==> src/rtl/ts_sop_pkg.sv <==
package ts_sop_pkg;

    localparam int unsigned BYTE_W     = 8;
    localparam int unsigned TS_PKT_LEN = 188;
    localparam logic [BYTE_W-1:0] TS_SYNC = 8'h47;

    typedef logic [BYTE_W-1:0] stream_byte_t;

    typedef enum logic [1:0] {
        ST_SEARCH = 2'd0,
        ST_VERIFY = 2'd1,
        ST_LOCKED = 2'd2
    } lock_state_e;

    typedef struct packed {
        stream_byte_t data;
        logic         sop;
        logic         last;
    } beat_t;

    function automatic logic match_sync(input stream_byte_t b, input stream_byte_t s);
        return b == s;
    endfunction

endpackage

==> src/rtl/ts_pos_counter.sv <==
module ts_pos_counter #(
    parameter int unsigned PKT_LEN = 188,
    localparam int unsigned POS_W  = $clog2(PKT_LEN)
) (
    input  logic             clk,
    input  logic             rst,
    input  logic             clear,
    input  logic             load_one,
    input  logic             advance,
    output logic [POS_W-1:0] pos,
    output logic             at_first,
    output logic             at_last
);

    localparam logic [POS_W-1:0] LAST_POS = POS_W'(PKT_LEN - 1);

    always_ff @(posedge clk) begin
        if (rst || clear) begin
            pos <= '0;
        end else if (load_one) begin
            pos <= POS_W'(1);
        end else if (advance) begin
            pos <= (pos == LAST_POS) ? '0 : pos + POS_W'(1);
        end
    end

    assign at_first = (pos == '0);
    assign at_last  = (pos == LAST_POS);

endmodule

==> src/rtl/ts_lock_fsm.sv <==
module ts_lock_fsm
    import ts_sop_pkg::*;
(
    input  logic        clk,
    input  logic        rst,
    input  logic        accept,
    input  logic        is_sync,
    input  logic        at_first,
    output logic        pass,
    output logic        clear,
    output logic        load_one,
    output logic        advance,
    output logic        err_pulse,
    output logic        is_locked
);

    lock_state_e st, st_nxt;
    logic        err_d;

    always_comb begin
        st_nxt   = st;
        clear    = 1'b0;
        load_one = 1'b0;
        advance  = 1'b0;
        err_d    = 1'b0;
        case (st)
            ST_SEARCH: begin
                if (accept && is_sync) begin
                    st_nxt   = ST_VERIFY;
                    load_one = 1'b1;
                end
            end
            ST_VERIFY: begin
                if (accept) begin
                    if (at_first && !is_sync) begin
                        st_nxt = ST_SEARCH;
                        clear  = 1'b1;
                    end else begin
                        advance = 1'b1;
                        if (at_first) st_nxt = ST_LOCKED;
                    end
                end
            end
            ST_LOCKED: begin
                if (accept) begin
                    if (at_first && !is_sync) begin
                        st_nxt = ST_SEARCH;
                        clear  = 1'b1;
                        err_d  = 1'b1;
                    end else begin
                        advance = 1'b1;
                    end
                end
            end
            default: begin
                st_nxt = ST_SEARCH;
                clear  = 1'b1;
            end
        endcase
    end

    // Forward while locked (except a bad sync byte) or on the byte that confirms lock.
    assign pass = ((st == ST_LOCKED) && (!at_first || is_sync)) ||
                  ((st == ST_VERIFY) && at_first && is_sync);

    always_ff @(posedge clk) begin
        if (rst) begin
            st        <= ST_SEARCH;
            err_pulse <= 1'b0;
        end else begin
            st        <= st_nxt;
            err_pulse <= err_d;
        end
    end

    assign is_locked = (st == ST_LOCKED);

endmodule

==> src/rtl/ts_sop_marker.sv <==
module ts_sop_marker
    import ts_sop_pkg::*;
#(
    parameter int unsigned  PKT_LEN   = TS_PKT_LEN,
    parameter stream_byte_t SYNC_BYTE = TS_SYNC,
    localparam int unsigned POS_W     = $clog2(PKT_LEN)
) (
    input  logic              clk,
    input  logic              rst,
    input  logic [BYTE_W-1:0] in_data,
    input  logic              in_valid,
    output logic              in_ready,
    output logic [BYTE_W-1:0] out_data,
    output logic              out_valid,
    input  logic              out_ready,
    output logic              out_sop,
    output logic              out_last,
    output logic              sync_err,
    output logic              locked
);

    logic             pass, accept, is_sync;
    logic             clear, load_one, advance;
    logic             at_first, at_last;
    logic [POS_W-1:0] pos;
    beat_t            beat;

    assign is_sync  = match_sync(in_data, SYNC_BYTE);
    // Dropped bytes are always consumed; forwarded bytes follow downstream readiness.
    assign in_ready = pass ? out_ready : 1'b1;
    assign accept   = in_valid && in_ready;

    ts_lock_fsm u_fsm (
        .clk       (clk),
        .rst       (rst),
        .accept    (accept),
        .is_sync   (is_sync),
        .at_first  (at_first),
        .pass      (pass),
        .clear     (clear),
        .load_one  (load_one),
        .advance   (advance),
        .err_pulse (sync_err),
        .is_locked (locked)
    );

    ts_pos_counter #(.PKT_LEN(PKT_LEN)) u_pos (
        .clk      (clk),
        .rst      (rst),
        .clear    (clear),
        .load_one (load_one),
        .advance  (advance),
        .pos      (pos),
        .at_first (at_first),
        .at_last  (at_last)
    );

    always_comb begin
        beat.data = in_data;
        beat.sop  = at_first;
        beat.last = at_last;
    end

    assign out_valid = in_valid && pass;
    assign out_data  = beat.data;
    assign out_sop   = out_valid && beat.sop;
    assign out_last  = out_valid && beat.last;

endmodule

==> config.mk <==
export PLATFORM = sky130hd
export DESIGN_NAME = ts_sop_marker
export DESIGN_NICKNAME = d
export VERILOG_FILES = /design/src/rtl/ts_sop_pkg.sv /design/src/rtl/ts_pos_counter.sv /design/src/rtl/ts_lock_fsm.sv /design/src/rtl/ts_sop_marker.sv
export SDC_FILE = /design/constraint.sdc
export NUM_CORES = 1
export LEC_CHECK = 0
export ABC_AREA = 1
export CAP_MARGIN = 20
export CORE_ASPECT_RATIO = 0.8
export CORE_MARGIN = 3
export CORE_UTILIZATION = 48
export DETAILED_ROUTE_END_ITERATION = 8
export PLACE_DENSITY = 0.86
export SLEW_MARGIN = 20
export SYNTH_ARGS = -nofsm -noshare
export SYNTH_HDL_FRONTEND = slang
export SYNTH_SLANG_ARGS = --single-unit
==> constraint.sdc <==
create_clock -name clk -period 1.7 [get_ports clk]
set_input_delay 0.425 -clock clk [delete_from_list [all_inputs] [get_ports clk]]
set_output_delay 0.425 -clock clk [all_outputs]
set_load 0.1 [all_outputs]
==> impl_metrics.toml, run 1 <==
[clock_network]
cts_buffers = 3
cts.sinks = 11
root_buffer = "clkbuf_4"
hold_buffers = 0
clock_path_buffers = 2
h-tree-depth = 1

[die]
initial_core_util = 0.520
die_h_um = 46.9
die_w_um = 57.1
std_cell_rows = 14
io_pins = 26

[synth]
synth.distinct_cells = 27
syn-num-nets = 159
netlist_instances = 142
seq_area_frac_synth = 0.220
yosysWarningCount = 0
synth_area_sq_um = 1000
synth_area_per_cell_sq_um = 7.06
ys_seq_elements = 11

[place]
numPortBuffers = 25
gp_congestion = 0.942
dp_hpwl_um = 2770
dp.cells = 212

[global_route]
grt_start_max_net_pins = 8
antenna_found_initial = 0

[sta]
worstEndpointType = "top-level output"
grt-worst-endpoint = "out_sop"

[outcome]
status = "did not finish"
firstError = "[ERROR DPL-0033] detailed placement checks failed during check placement."
stop_stage = "global routing"
logic make-up after synthesis:
kind of cell	synth area share
flops	0.220
buf+inv	0.176
fa+ha+maj	0.0624
simple gates	0.422
xor+xnor	0.0524
compound gates	0.0674
timing repair:
action,4_1_cts
pin swaps,12
buffers inserted,6
gates resized for setup,34
cloned,1
endpoints found under the setup margin,14
Yosys cell counts:
cell type / number / share of area
a21oi_1: 5 / 0.025
a21oi_2: 3 / 0.026
a31oi_1: 1 / 0.0062
buf_4: 8 / 0.060
clkinv_8: 1 / 0.016
dfxtp_1: 11 / 0.22
ha_1: 5 / 0.062
inv_1: 22 / 0.082
inv_2: 3 / 0.011
inv_4: 1 / 0.0062
nand2_1: 29 / 0.11
nand2_2: 2 / 0.012
nand2_4: 2 / 0.022
nand2_8: 1 / 0.020
nand3_1: 9 / 0.045
nand3_2: 6 / 0.060
nand3_4: 1 / 0.017
nand3b_1: 1 / 0.0075
nand4_1: 4 / 0.025
nor2_1: 15 / 0.056
nor2_4: 1 / 0.011
nor2_8: 1 / 0.020
nor3_2: 1 / 0.010
nor4_1: 1 / 0.0062
o21ai_0: 1 / 0.0050
o21ai_1: 1 / 0.0050
xor2_1: 6 / 0.052
stage by stage:
stage / setup slack [ns] / utilization / cell area, sq um
after detailed placement: -0.618 / 0.872 / 1680
after floorplan: -0.708 / - / 1090
after CTS: -0.366 / 0.954 / 1840
after global placement: -0.545 / 0.872 / 1680
==> inputs of run 2 (changes only) <==
--- a/config.mk
+++ b/config.mk
@@ -7,11 +7,10 @@
 export LEC_CHECK = 0
 export ABC_AREA = 1
 export CAP_MARGIN = 20
-export CORE_ASPECT_RATIO = 0.8
-export CORE_MARGIN = 3
-export CORE_UTILIZATION = 48
+export CORE_AREA = 3 3 64 66
 export DETAILED_ROUTE_END_ITERATION = 8
-export PLACE_DENSITY = 0.86
+export DIE_AREA = 0 0 67 69
+export PLACE_DENSITY_LB_ADDON = 0.15
 export SLEW_MARGIN = 20
 export SYNTH_ARGS = -nofsm -noshare
 export SYNTH_HDL_FRONTEND = slang
==> impl_metrics.toml, run 2 <==
[min_path]
worstHoldStart = "u_fsm.st[0]"
holdPathStages = 2
hold_class = "register to register"
whs_endpoint = "u_fsm.st[0]"

[synth]
async_flop_share = 0
synth_area_sq_um = 1000
synth_xor_area_frac = 0.0524
seq_area_frac_synth = 0.220
syn-num-nets = 159
synth_area_per_cell_sq_um = 7.06
synth.distinct_cells = 27
synth-compound-area-share = 0.0674
synth_top_family_by_area = "simple AND/OR/NAND/NOR gates"
synth-simple-area-share = 0.422
synthAdderAreaFrac = 0.0624
synthFlopType = "dfxtp_1"
yosys.area.top_type = "dfxtp_1"
synth_edf_count = 0
yosys-top-cells-area = "dfxtp_1 22%, nand2_1 11%, inv_1 8.2%"
synth_common_cells = "29 x nand2_1, 22 x inv_1, 15 x nor2_1"
yosysWarningCount = 0
synth_most_common_cell = "nand2_1"
muxShareOfSynthArea = 0
ys_seq_elements = 11
synth_top_area_share = 0.220
netlist_instances = 142

[detailed_routing]
routed_via_density = 4.38
wl_per_cell_um = 12.0
wl_um = 3080
first_iter_violations = 16
antenna_left = 0
first_pass_iters = 3
drc = 0
vias = 1120

[cells_and_area]
fillers = 337
synthToLayoutAreaGrowth_pct = 99.6
final_cell_mix = "40 x buf_4, 19 x nand2_1, 15 x inv_1"
fin_area_sq_um = 2000
mostFrequentLayoutCell = "buf_4"
nets = 226
reg_top3 = "u_pos.pos: 8 flops, u_fsm.st: 2 flops, u_fsm.err_pulse: 1 flops"
regMostFlops = "u_pos.pos"
layout-drive-gt1-share = 0.611
largest_register_ffs = 8
diodes = 0

[sta]
finalSetupViolCount = 14
max_freq_ghz = 0.501
min_period_over_period = 1.17
max_slew_margin = 0.841
period_needed_ns = 2.00
rsz0062_at_grt = "yes"
finalMaxSlewViolations = 0
worst_pin_slew_ns = 0.237
worst_slack_ns = -0.297
fin_tns_setup_ns = -2.26
hold_ws_ns = 0.502
finalHoldViolCount = 0
finClkSkew_ns = 0.00164

[worst_setup_path]
end_kind = "output pin"
cp.arrival_ns = 1.57
reg2reg_depth = 16
r2r-start = "u_pos.pos[0]"
r2r_setup_slack_ns = -0.14
crit_type = "register to output pin"
r2r-end = "u_pos.pos[2]"
path_max_fanout = 3
worstSetupStartpointType = "register"
cp_data_required_time_ns = 1.27

[pwr]
p_leak_uw = 0.00101
ir_worst_vdd_mv = 0.734
power_density_nw_per_um2 = 676
power.total_uw = 1350

[global_route]
antenna_found_initial = 0
track_usage = 0.139
grt_pass1_wl_um = 5050
grt_pass1_vias = 1150
grt.overflow.total = 0
grt_start_max_net_pins = 8

[die]
die_w_um = 67
die_h_um = 69
design.core.area_sq_um = 3630
die_area_sq_um = 4620
std_cell_rows = 22
initial_core_util = 0.276
io_pins = 26

[clock_network]
root_buffer = "clkbuf_8"
cts_buffers = 3
cts_tree = "yes"
hold_buffers = 0
clk_latency_ns = 0.24
clk_pin_slew_ns = 0.06
h-tree-depth = 1
clock_path_buffers = 2
cts.sinks = 11

[outcome]
failed_checks = "negative setup slack"
status = "finished, violations left"

[run]
maxCapViolCount = 0

[place]
dp_slack_ns = -0.517
placed_area_sq_um = 1740
gp_congestion = 0.826
numPortBuffers = 25
dp_hpwl_um = 2340
-- run 2: cell counts after synthesis --
No cell type changed its count.
-- run 2: cell families (layout without fill, tap and decap cells) --
group                      count (synthesis)  in the layout
and+or+nand+nor                           74             75
buffers and inverters                     35            100
AOI/OAI and AO/OA                         11             11
DFF                                       11             11
xor gates and xnor gates                   6              6
adders and majority gates                  5              5
-- run 2: repair_timing --
| item | CTS | global route |
|---|---|---|
| setup buffers | 9 | 3 |
| resized for setup | 36 | 10 |
| endpoints found under the setup margin | 14 | 14 |
| cloned | 1 | 0 |
| pin swaps | 19 | 13 |
-- run 2: how the worst max path moves through the flow --
stage / start / to / slack [ns] / cells after the start
after detailed placement: in_data[2] / out_sop / -0.52 / 10
after global placement: in_data[1] / out_sop / -0.49 / 10
final: u_pos.pos[0] / out_sop / -0.30 / 11
after global routing: u_pos.pos[0] / out_sop / -0.39 / 10
after floorplan: u_pos.pos[1] / out_sop / -0.71 / 9
after CTS: u_pos.pos[0] / out_sop / -0.31 / 10
-- run 2: layout make-up --
| type | instances | area, sq um | share of cell area |
|---|---|---|---|
| Inverter | 27 | 134 | 0.0669 |
| Tap cell | 48 | 60.1 | 0.0300 |
| Timing Repair Buffer | 69 | 726 | 0.363 |
| Sequential cell | 11 | 225 | 0.113 |
| Multi-Input combinational cell | 97 | 811 | 0.405 |
| Clock buffer | 4 | 45.0 | 0.0225 |
-- run 2: metrics by stage --
stage	util	std cells
global placement	0.478	241
global route	0.551	256
finish	0.551	256
detailed placement	0.478	241
CTS	0.537	254
floorplan	-	142
-- run 2: metal layers --
layer / vias to the layer above / global-route usage / share of wire
met4: 0 / 0.0405 / 0.011
li1: 569 / - / -
met5: - / 0 / 0
met2: 7 / 0.251 / 0.56
met3: 4 / 0.0277 / 0.018
met1: 540 / 0.160 / 0.41
-- run 2: report_power, final --
part / leakage, uW / internal (uW) / total [uW] / switching, uW
clock: 0.0000228 / 166 / 278 / 112
combinational: 0.000901 / 307 / 782 / 475
sequential: 0.0000907 / 282 / 293 / 11.6
total: 0.00101 / 755 / 1350 / 599
-- run 2: critical path, stage by stage (launching register included) --
cell        delay, ns
dfxtp_2          0.35
inv_2            0.05
ha_4             0.17
inv_2            0.07
nor2_4           0.03
nand3_2          0.07
nand2_4          0.06
nand3_4          0.09
clkinvlp_4       0.09
nand2_2          0.07
clkinvlp_4       0.09
buf_12           0.16
No activity file was read; power rests on OpenSTA's default activity.
==> inputs of run 3 (changes only) <==
--- a/config.mk
+++ b/config.mk
@@ -8,6 +8,7 @@
 export ABC_AREA = 1
 export CAP_MARGIN = 20
 export CORE_AREA = 3 3 64 66
+export CTS_CLUSTER_DIAMETER = 40
 export DETAILED_ROUTE_END_ITERATION = 8
 export DIE_AREA = 0 0 67 69
 export PLACE_DENSITY_LB_ADDON = 0.15
==> results of run 3 <==
Same layout as run 2: the final DEF is identical, and so are final timing and power.
